<file path="src/rtl/tw_cfg_pkg.sv">
package tw_cfg_pkg;
  typedef enum logic {
    WORD_A = 1'b0,
    WORD_B = 1'b1
  } word_sel_e;

  // positions of the raw pins inside the synchroniser vector
  localparam int PIN_CK  = 0;
  localparam int PIN_DAT = 1;
  localparam int PIN_STB = 2;
  localparam int PIN_EN  = 3;
  localparam int PIN_RX  = 4;
  localparam int PIN_TX  = 5;
  localparam int PIN_NUM = 6;

  // idle levels: clock and data low, all active-low pins high
  localparam logic [PIN_NUM-1:0] PIN_IDLE = 6'b111100;
endpackage

</file>
<file path="src/rtl/tw_sync.sv">
module tw_sync #(
  parameter int W = 6,
  parameter int STAGES = 2,
  parameter logic [W-1:0] RST_VAL = '0
) (
  input  logic         clk,
  input  logic         rst_n,
  input  logic [W-1:0] d,
  output logic [W-1:0] q
);
  logic [W-1:0] chain_q [STAGES];
  logic [W-1:0] chain_d [STAGES];

  for (genvar s = 0; s < STAGES; s++) begin : g_stage
    if (s == 0) begin : g_first
      always_comb chain_d[s] = d;
    end else begin : g_next
      always_comb chain_d[s] = chain_q[s-1];
    end
    always_ff @(posedge clk or negedge rst_n) begin
      if (!rst_n) chain_q[s] <= RST_VAL;
      else        chain_q[s] <= chain_d[s];
    end
  end

  assign q = chain_q[STAGES-1];
endmodule

</file>
<file path="src/rtl/tw_shifter.sv">
module tw_shifter #(
  parameter int FRAME_W = 24,
  parameter int CNT_W = 5
) (
  input  logic               clk,
  input  logic               rst_n,
  input  logic               shift_en,
  input  logic               clr,
  input  logic               din,
  output logic [FRAME_W-1:0] frame,
  output logic [CNT_W-1:0]   count
);
  logic [FRAME_W-1:0] sr_q, sr_d;
  logic [CNT_W-1:0]   cnt_q, cnt_d;

  always_comb begin
    sr_d  = sr_q;
    cnt_d = cnt_q;
    if (clr) begin
      cnt_d = '0;
    end else if (shift_en) begin
      sr_d = {sr_q[FRAME_W-2:0], din};
      if (cnt_q != '1) cnt_d = cnt_q + 1'b1;
    end
  end

  always_ff @(posedge clk or negedge rst_n) begin
    if (!rst_n) begin
      sr_q  <= '0;
      cnt_q <= '0;
    end else begin
      sr_q  <= sr_d;
      cnt_q <= cnt_d;
    end
  end

  assign frame = sr_q;
  assign count = cnt_q;
endmodule

</file>
<file path="src/rtl/tw_word_bank.sv">
module tw_word_bank
  import tw_cfg_pkg::*;
#(
  parameter int DATA_W = 23,
  parameter logic [DATA_W-1:0] A_RST = '0,
  parameter logic [DATA_W-1:0] B_RST = '0,
  localparam int FRAME_W = DATA_W + 1
) (
  input  logic               clk,
  input  logic               rst_n,
  input  logic               commit,
  input  logic               len_ok,
  input  logic [FRAME_W-1:0] frame,
  output logic [DATA_W-1:0]  word_a,
  output logic [DATA_W-1:0]  word_b,
  output logic               upd_pulse,
  output logic               upd_addr,
  output logic               frame_err
);
  logic [DATA_W-1:0] wa_q, wa_d, wb_q, wb_d;
  logic              pls_q, pls_d, adr_q, adr_d, err_q, err_d;
  logic              wr_ok;
  word_sel_e         sel;

  assign sel   = word_sel_e'(frame[0]);
  assign wr_ok = commit & len_ok;

  always_comb begin
    wa_d  = wa_q;
    wb_d  = wb_q;
    adr_d = adr_q;
    pls_d = wr_ok;
    err_d = err_q | (commit & ~len_ok);
    if (wr_ok) begin
      adr_d = sel;
      if (sel == WORD_A) wa_d = frame[FRAME_W-1:1];
      else               wb_d = frame[FRAME_W-1:1];
    end
  end

  always_ff @(posedge clk or negedge rst_n) begin
    if (!rst_n) begin
      wa_q  <= A_RST;
      wb_q  <= B_RST;
      pls_q <= 1'b0;
      adr_q <= 1'b0;
      err_q <= 1'b0;
    end else begin
      wa_q  <= wa_d;
      wb_q  <= wb_d;
      pls_q <= pls_d;
      adr_q <= adr_d;
      err_q <= err_d;
    end
  end

  assign word_a    = wa_q;
  assign word_b    = wb_q;
  assign upd_pulse = pls_q;
  assign upd_addr  = adr_q;
  assign frame_err = err_q;
endmodule

</file>
<file path="src/rtl/tw_cfg_port.sv">
module tw_cfg_port
  import tw_cfg_pkg::*;
#(
  parameter int DATA_W = 23,
  parameter logic [DATA_W-1:0] A_RST = '0,
  parameter logic [DATA_W-1:0] B_RST = '0,
  parameter int RX_BIT = 0,
  parameter int TX_BIT = 1,
  parameter int SYNC_STAGES = 2
) (
  input  logic              clk,
  input  logic              rst_n,
  input  logic              ser_clk,
  input  logic              ser_dat,
  input  logic              ser_stb_n,
  input  logic              en_n,
  input  logic              rx_en_n,
  input  logic              tx_en_n,
  output logic [DATA_W-1:0] word_a,
  output logic [DATA_W-1:0] word_b,
  output logic              upd_pulse,
  output logic              upd_addr,
  output logic              frame_err,
  output logic              ctrl_on,
  output logic              rx_on,
  output logic              tx_on
);
  localparam int FRAME_W = DATA_W + 1;
  localparam int CNT_W   = $clog2(FRAME_W + 2);

  // reset: asserted asynchronously, released on the clock
  logic [1:0] rst_pipe_q;
  logic       rst_i;
  always_ff @(posedge clk or negedge rst_n) begin
    if (!rst_n) rst_pipe_q <= '0;
    else        rst_pipe_q <= {rst_pipe_q[0], 1'b1};
  end
  assign rst_i = rst_pipe_q[1];

  logic [PIN_NUM-1:0] pin_raw, pin_syn;
  assign pin_raw = {tx_en_n, rx_en_n, en_n, ser_stb_n, ser_dat, ser_clk};

  tw_sync #(.W(PIN_NUM), .STAGES(SYNC_STAGES), .RST_VAL(PIN_IDLE)) u_sync (
    .clk   (clk),
    .rst_n (rst_i),
    .d     (pin_raw),
    .q     (pin_syn)
  );

  // edge detection on serial clock and strobe
  logic ck_prev_q, ck_prev_d, stb_prev_q, stb_prev_d;
  always_comb begin
    ck_prev_d  = pin_syn[PIN_CK];
    stb_prev_d = pin_syn[PIN_STB];
  end
  always_ff @(posedge clk or negedge rst_i) begin
    if (!rst_i) begin
      ck_prev_q  <= 1'b0;
      stb_prev_q <= 1'b1;
    end else begin
      ck_prev_q  <= ck_prev_d;
      stb_prev_q <= stb_prev_d;
    end
  end

  logic ck_rise, stb_rise, stb_low, shift_en;
  assign ck_rise  = pin_syn[PIN_CK] & ~ck_prev_q;
  assign stb_rise = pin_syn[PIN_STB] & ~stb_prev_q;
  assign stb_low  = ~pin_syn[PIN_STB];
  assign shift_en = ck_rise & stb_low;

  logic [FRAME_W-1:0] frame;
  logic [CNT_W-1:0]   count;
  logic               len_ok;

  tw_shifter #(.FRAME_W(FRAME_W), .CNT_W(CNT_W)) u_shift (
    .clk      (clk),
    .rst_n    (rst_i),
    .shift_en (shift_en),
    .clr      (~stb_low),
    .din      (pin_syn[PIN_DAT]),
    .frame    (frame),
    .count    (count)
  );

  assign len_ok = (count == CNT_W'(FRAME_W));

  tw_word_bank #(.DATA_W(DATA_W), .A_RST(A_RST), .B_RST(B_RST)) u_bank (
    .clk       (clk),
    .rst_n     (rst_i),
    .commit    (stb_rise),
    .len_ok    (len_ok),
    .frame     (frame),
    .word_a    (word_a),
    .word_b    (word_b),
    .upd_pulse (upd_pulse),
    .upd_addr  (upd_addr),
    .frame_err (frame_err)
  );

  // enable merging
  always_comb begin
    ctrl_on = stb_low | ~pin_syn[PIN_EN];
    rx_on   = ctrl_on & (~pin_syn[PIN_RX] | word_a[RX_BIT]);
    tx_on   = ctrl_on & (~pin_syn[PIN_TX] | word_a[TX_BIT]);
  end
endmodule

</file>
<file path="config.mk">
export PLATFORM = sky130hd
export DESIGN_NAME = tw_cfg_port
export DESIGN_NICKNAME = d
export VERILOG_FILES = /design/src/rtl/tw_cfg_pkg.sv /design/src/rtl/tw_sync.sv /design/src/rtl/tw_shifter.sv /design/src/rtl/tw_word_bank.sv /design/src/rtl/tw_cfg_port.sv
export SDC_FILE = /design/constraint.sdc
export NUM_CORES = 1
export LEC_CHECK = 0
export ABC_AREA = 1
export BUFFER_PORTS_ARGS = -buffer_cell sky130_fd_sc_hd__clkbuf_2
export CORE_MARGIN = 4
export CORE_UTILIZATION = 35
export CTS_BUF_LIST = sky130_fd_sc_hd__clkbuf_2 sky130_fd_sc_hd__clkbuf_4 sky130_fd_sc_hd__clkbuf_8
export CTS_CLUSTER_SIZE = 16
export DETAILED_ROUTE_END_ITERATION = 8
export PLACE_DENSITY = 0.66
export RECOVER_POWER = 100
export SKIP_CTS_REPAIR_TIMING = 1
export SYNTH_ARGS = -nofsm -noshare
export SYNTH_HDL_FRONTEND = slang
export SYNTH_SLANG_ARGS = --single-unit
</file>
<file path="constraint.sdc">
create_clock -name clk -period 2.86 [get_ports clk]
set_input_delay 0.572 -clock clk [delete_from_list [all_inputs] [get_ports clk]]
set_output_delay 0.572 -clock clk [all_outputs]
set_load 0.1 [all_outputs]
</file>
### Word level (Yosys, flattened, before mapping)

Index checks and enable logic that the tools add are counted.

| word-level totals | value |
|---|---|
| flip-flop bits (word level) | 94 |
| input bits | 8 |
| output and inout bits | 52 |
| word-level logic and storage cells | 43 |

| cells by class | value |
|---|---|
| $add $sub $neg | 1 |
| equal/unequal tests | 2 |
| mux-type cells | 3 |
| bitwise operators | 19 |
| reduce and logical (&&, ||, !) cells | 6 |

Operators with widths:

| kind | count |
|---|---|
| $mux W5 | 3 |
| $not A1 Y1 | 8 |
| $reduce_and A2 Y1 | 4 |
| $and A1 B1 Y1 | 7 |
| $add A5 B1 Y5 const B | 1 |
| $eq A5 B5 Y1 const B | 1 |
| $ne A5 B5 Y1 const B | 1 |
| $or A1 B1 Y1 | 4 |
| $reduce_bool A2 Y1 | 2 |

### Longest topological paths before layout

| depth | value |
|---|---|
| word-level depth | 5 |
| gate-level depth with buffers | 8 |
| gate-level depth less buffers | 8 |

### Hierarchy

Synthesis repeated with hierarchy kept, for this count alone.

| second synthesis, totals | value |
|---|---|
| cells, all modules | 386 |
| area total of the unflattened synthesis | 3,682.3 µm² |

Modules (own cells, without submodules):

| module | times used | cells each | area each (µm²) | sequential area each (µm²) |
|---|---|---|---|---|
| tw_word_bank | 1 | 215 | 1,994.4 | 1,226.2 |
| tw_shifter | 1 | 136 | 1,201.2 | 725.7 |
| tw_sync | 1 | 12 | 310.3 | 310.3 |
| tw_cfg_port | 1 | 23 | 176.4 | 101.3 |

### Worst setup path before layout

Ideal clock, no wire load.

| timing path | value |
|---|---|
| path kind | reg2out |
| start | reg u_sync.chain_q (netlist bit u_sync.q[2]) |
| end | out rx_on |
| data arrival time | 2.671 ns |
| required time | 2.288 ns |
| slack | -0.383 ns |
| stages on the path, launching flop included | 4 |
| path buffers | 0 |
| path through | dfstp_2 -> nand2_1 -> inv_1 -> a21oi_1 |

| between the ends | value |
|---|---|
| longest elaborated chain between the ends | 3 |

RTL lines:

| element | RTL line | RTL |
|---|---|---|
| from (decl) | tw_sync.sv:11 | `logic [W-1:0] chain_q [STAGES];` |
| from (signal, indexed assignment) | tw_sync.sv:22 | `else chain_q[s] <= chain_d[s];` |
| $not A1 Y1 (no source line) | -- |  |
| $or A1 B1 Y1 | tw_cfg_port.sv:103 | `ctrl_on = stb_low \| ~pin_syn[PIN_EN];` |
| via ctrl_on | tw_cfg_port.sv:24 | `output logic ctrl_on,` |
| $and A1 B1 Y1 | tw_cfg_port.sv:104 | `rx_on = ctrl_on & (~pin_syn[PIN_RX] \| word_a[RX_BIT]);` |
| to (decl) | tw_cfg_port.sv:25 | `output logic rx_on,` |

The timed path passes the listed nets, and every way through them passes these cells.

### Worst setup path in the final report

| timing path | value |
|---|---|
| start | reg u_sync.chain_q (netlist bit u_sync.q[2]) |
| end | out ctrl_on |

| between the ends | value |
|---|---|
| longest elaborated chain between the ends | 2 |

RTL lines:

| element | RTL line |
|---|---|
| $not A1 Y1 (no source line) | -- |
| $or A1 B1 Y1 | tw_cfg_port.sv:103 |
| to (decl) | tw_cfg_port.sv:24 |

Every way passes these cells.

==> impl_metrics.tcl <==
set metrics [dict create \
    die_x_um 111 \
    stdcell_count 570 \
    yosysWarnings 0 \
    crit_required_ps 2290 \
    cp.arrival_ps 1760 \
    cp_max_fo 6 \
    synth_edf_count 0 \
    drc 0 \
    fin_crit_ps 2330 \
    reg2reg_setup_slack_ps 580 \
    synth_nets 391 \
    finalMaxSlewViolations 93 \
    antennaDiodeCount 0 \
    post-place-ws_ps 745 \
    rsz0062_at_grt "false" \
    fin_crit_sh_pct 81.6 \
    grt_pass1_wl_um 13400 \
    fin_ws_ps 527 \
    dp_cells 553 \
    grt_max_degree 93 \
    tns_ps 0 \
    port_buffers 59 \
    grt_use_total_pct 13.1 \
    dpl.hpwl_um 5070 \
    cts.clk_slew.worst_paths_ps 80 \
    async_reset_ff_share_pct 100 \
    ant_nets 0 \
    cts_tree "done" \
    ys_ff_latch 94 \
    muxShareOfSynthArea_pct 0 \
    drive_above_1_share_pct 10.1 \
    area_delta_synth_final_pct 13.8 \
    power_uw 2590 \
    grt_overflow_total 0 \
    n_fill_cell 1022 \
    clockBufferDepth 2 \
    synth_top_family_by_area "simple AND/OR/NAND/NOR gates" \
    synth_area_leaders "dfrtp_1, nand2_1, nand4_1" \
    outcome "finished, violations left" \
    violations "capacitance limit, slew limit" \
    yosysTopAreaCell "dfrtp_1" \
    drtIter0Drc 238 \
    start_kind "flip-flop" \
    ys_types 20 \
    core_area_um2 10300 \
    seq_area_frac_synth_pct 63.8 \
    fmax_mhz 429 \
    ios 60 \
    cts-root-buf "clkbuf_8" \
    hold_class "in -> reg" \
    synth_flop_cell "dfrtp_1" \
    setup_violations 0 \
    die_area_um2 12300 \
    synth-simple-area-share_pct 27.6 \
    vias 2743 \
    floorplan.initialDensity_pct 35.9 \
    synthCells 380 \
    antenna_found_initial 0 \
    wl_per_cell_um 13.6 \
    leakage_uw 0.00216 \
    h-tree-depth 3 \
    crit_type "reg -> out" \
    wl_um 7780 \
    syn_area_um2 3710 \
    die_h_um 111 \
    grt_pass1_vias 2699 \
    synth-adder-area-share_pct 1.01 \
    clock_latency_ps 350 \
    end_kind "primary output" \
    place.gp.congestion 0.789 \
    numCtsBuffers 9 \
    rows 37 \
    ir_worst_vdd_mv 0.386 \
    first_pass_iters 4 \
    syn_avg_cell_area_um2 9.76 \
    clock-sinks 94 \
    maxSlewHeadroom_pct -29.2 \
    fin_nets 440 \
    synthXorXnorAreaFrac_pct 0.236 \
    synth_compound_area_share_pct 1.75 \
    vias_per_cell 4.81 \
    maxCapViolations 1 \
    p_per_area_nw_per_um2 613 \
    tightest_slew_ps 1940 \
    final_hold_viol_count 0 \
    skew_ps 12.0 \
    yosys.area.top_type_share_pct 57.4 \
]
kinds of logic after synthesis:
| family | Yosys count |
|---|---|
| flip-flops | 94 |
| AND/OR/NAND/NOR | 228 |
| buffers and inverters | 40 |
| other | 1 |
| XOR/XNOR | 1 |
| AO/OA/AOI/OAI | 13 |
| adder cells (fa/ha/maj) | 3 |
final timing paths:
path,from,depth (start not counted),endpoint
worst min-delay path,en_n,1,u_sync.chain_d[3]
worst max-delay path,u_sync.q[2],2,ctrl_on
min in group asynchronous,rst_n,2,rst_pipe_q[1]
max in group asynchronous,rst_pipe_q[1],0,u_bank.word_a[11]
worst max register to register,u_sync.q[2],6,u_bank.upd_addr
worst min register to register,rst_pipe_q[0],0,rst_pipe_q[1]
synth_stat cells (4+ instances only):
cell type,count
inv_2,4
inv_1,11
clkbuf_1,6
nor2_1,9
nand2_1,148
buf_2,10
dfrtp_1,85
dfstp_2,9
o21ai_0,4
a21oi_1,9
nand3_1,21
nand4_1,46
buf_6,4
per-stage QoR:
| stage | hold WS (ps) | util (%) | area (um^2) |
|---|---|---|---|
| finish | 300 | 40.9 | 4220 |
| detailed placement | 337 | 39.2 | 4050 |
| global placement | 333 | 39.2 | 4050 |
| floorplan | 276 | - | 3710 |
| CTS | -34.4 | 41.4 | 4280 |
| global route | 275 | 40.9 | 4220 |
per-layer routing:
layer	vias to the layer above	global-route usage [%]	share of wire (%)
met3	11	4.09	6.5
met1	1319	17.4	45
met5	-	0	0
li1	1343	-	-
met2	70	20.6	48
met4	0	4.19	1.2
state kept, by name, summed over array words and instances (netlist names):
name	flops
u_shift.frame	24
u_bank.word_a	23
u_bank.word_b	23
u_sync.chain_d	6
u_sync.q	6
u_shift.count	5
rst_pipe_q	2
ck_prev_q	1
stb_prev_q	1
u_bank.frame_err	1
u_bank.upd_addr	1
u_bank.upd_pulse	1
report_power, final:
group | total (uW) | leakage, uW | internal (uW) | switching, uW
combinational | 140 | 0.000809 | 34.1 | 106
sequential | 1470 | 0.00124 | 1390 | 83.0
clock | 974 | 0.000110 | 509 | 466
total | 2590 | 0.00216 | 1930 | 654
area by class of cell:
cell class              instances  area [um^2]  share of cell area (%)
clock inverters                 6         93.8                    2.22
well taps                     136          170                    4.03
clock buffers                  10          131                    3.11
inverters                      15         56.3                    1.33
repair buffers                 63          262                    6.20
flip-flops and latches         94         2360                    56.1
multi-input cells             246         1140                    27.0
layout by cell type (no fill, tap or decap), drive strengths merged:
master,n
dlygate4sd3,1
clkinvlp,1
clkbuf,70
nand4,46
buf,2
nor2,11
nand3,23
conb,1
clkinv,2
nand2,148
dfrtp,85
dfstp,9
o21ai,4
inv,16
a21oi,9
xor2,1
bufinv,2
ha,3
worst max-delay path, cell delays in order, from the launching register on:
cell and delay (ps):
dfstp_1 430, nand2_1 120, clkbuf_1 870
Note: power is estimated with default switching activity, not from simulation.
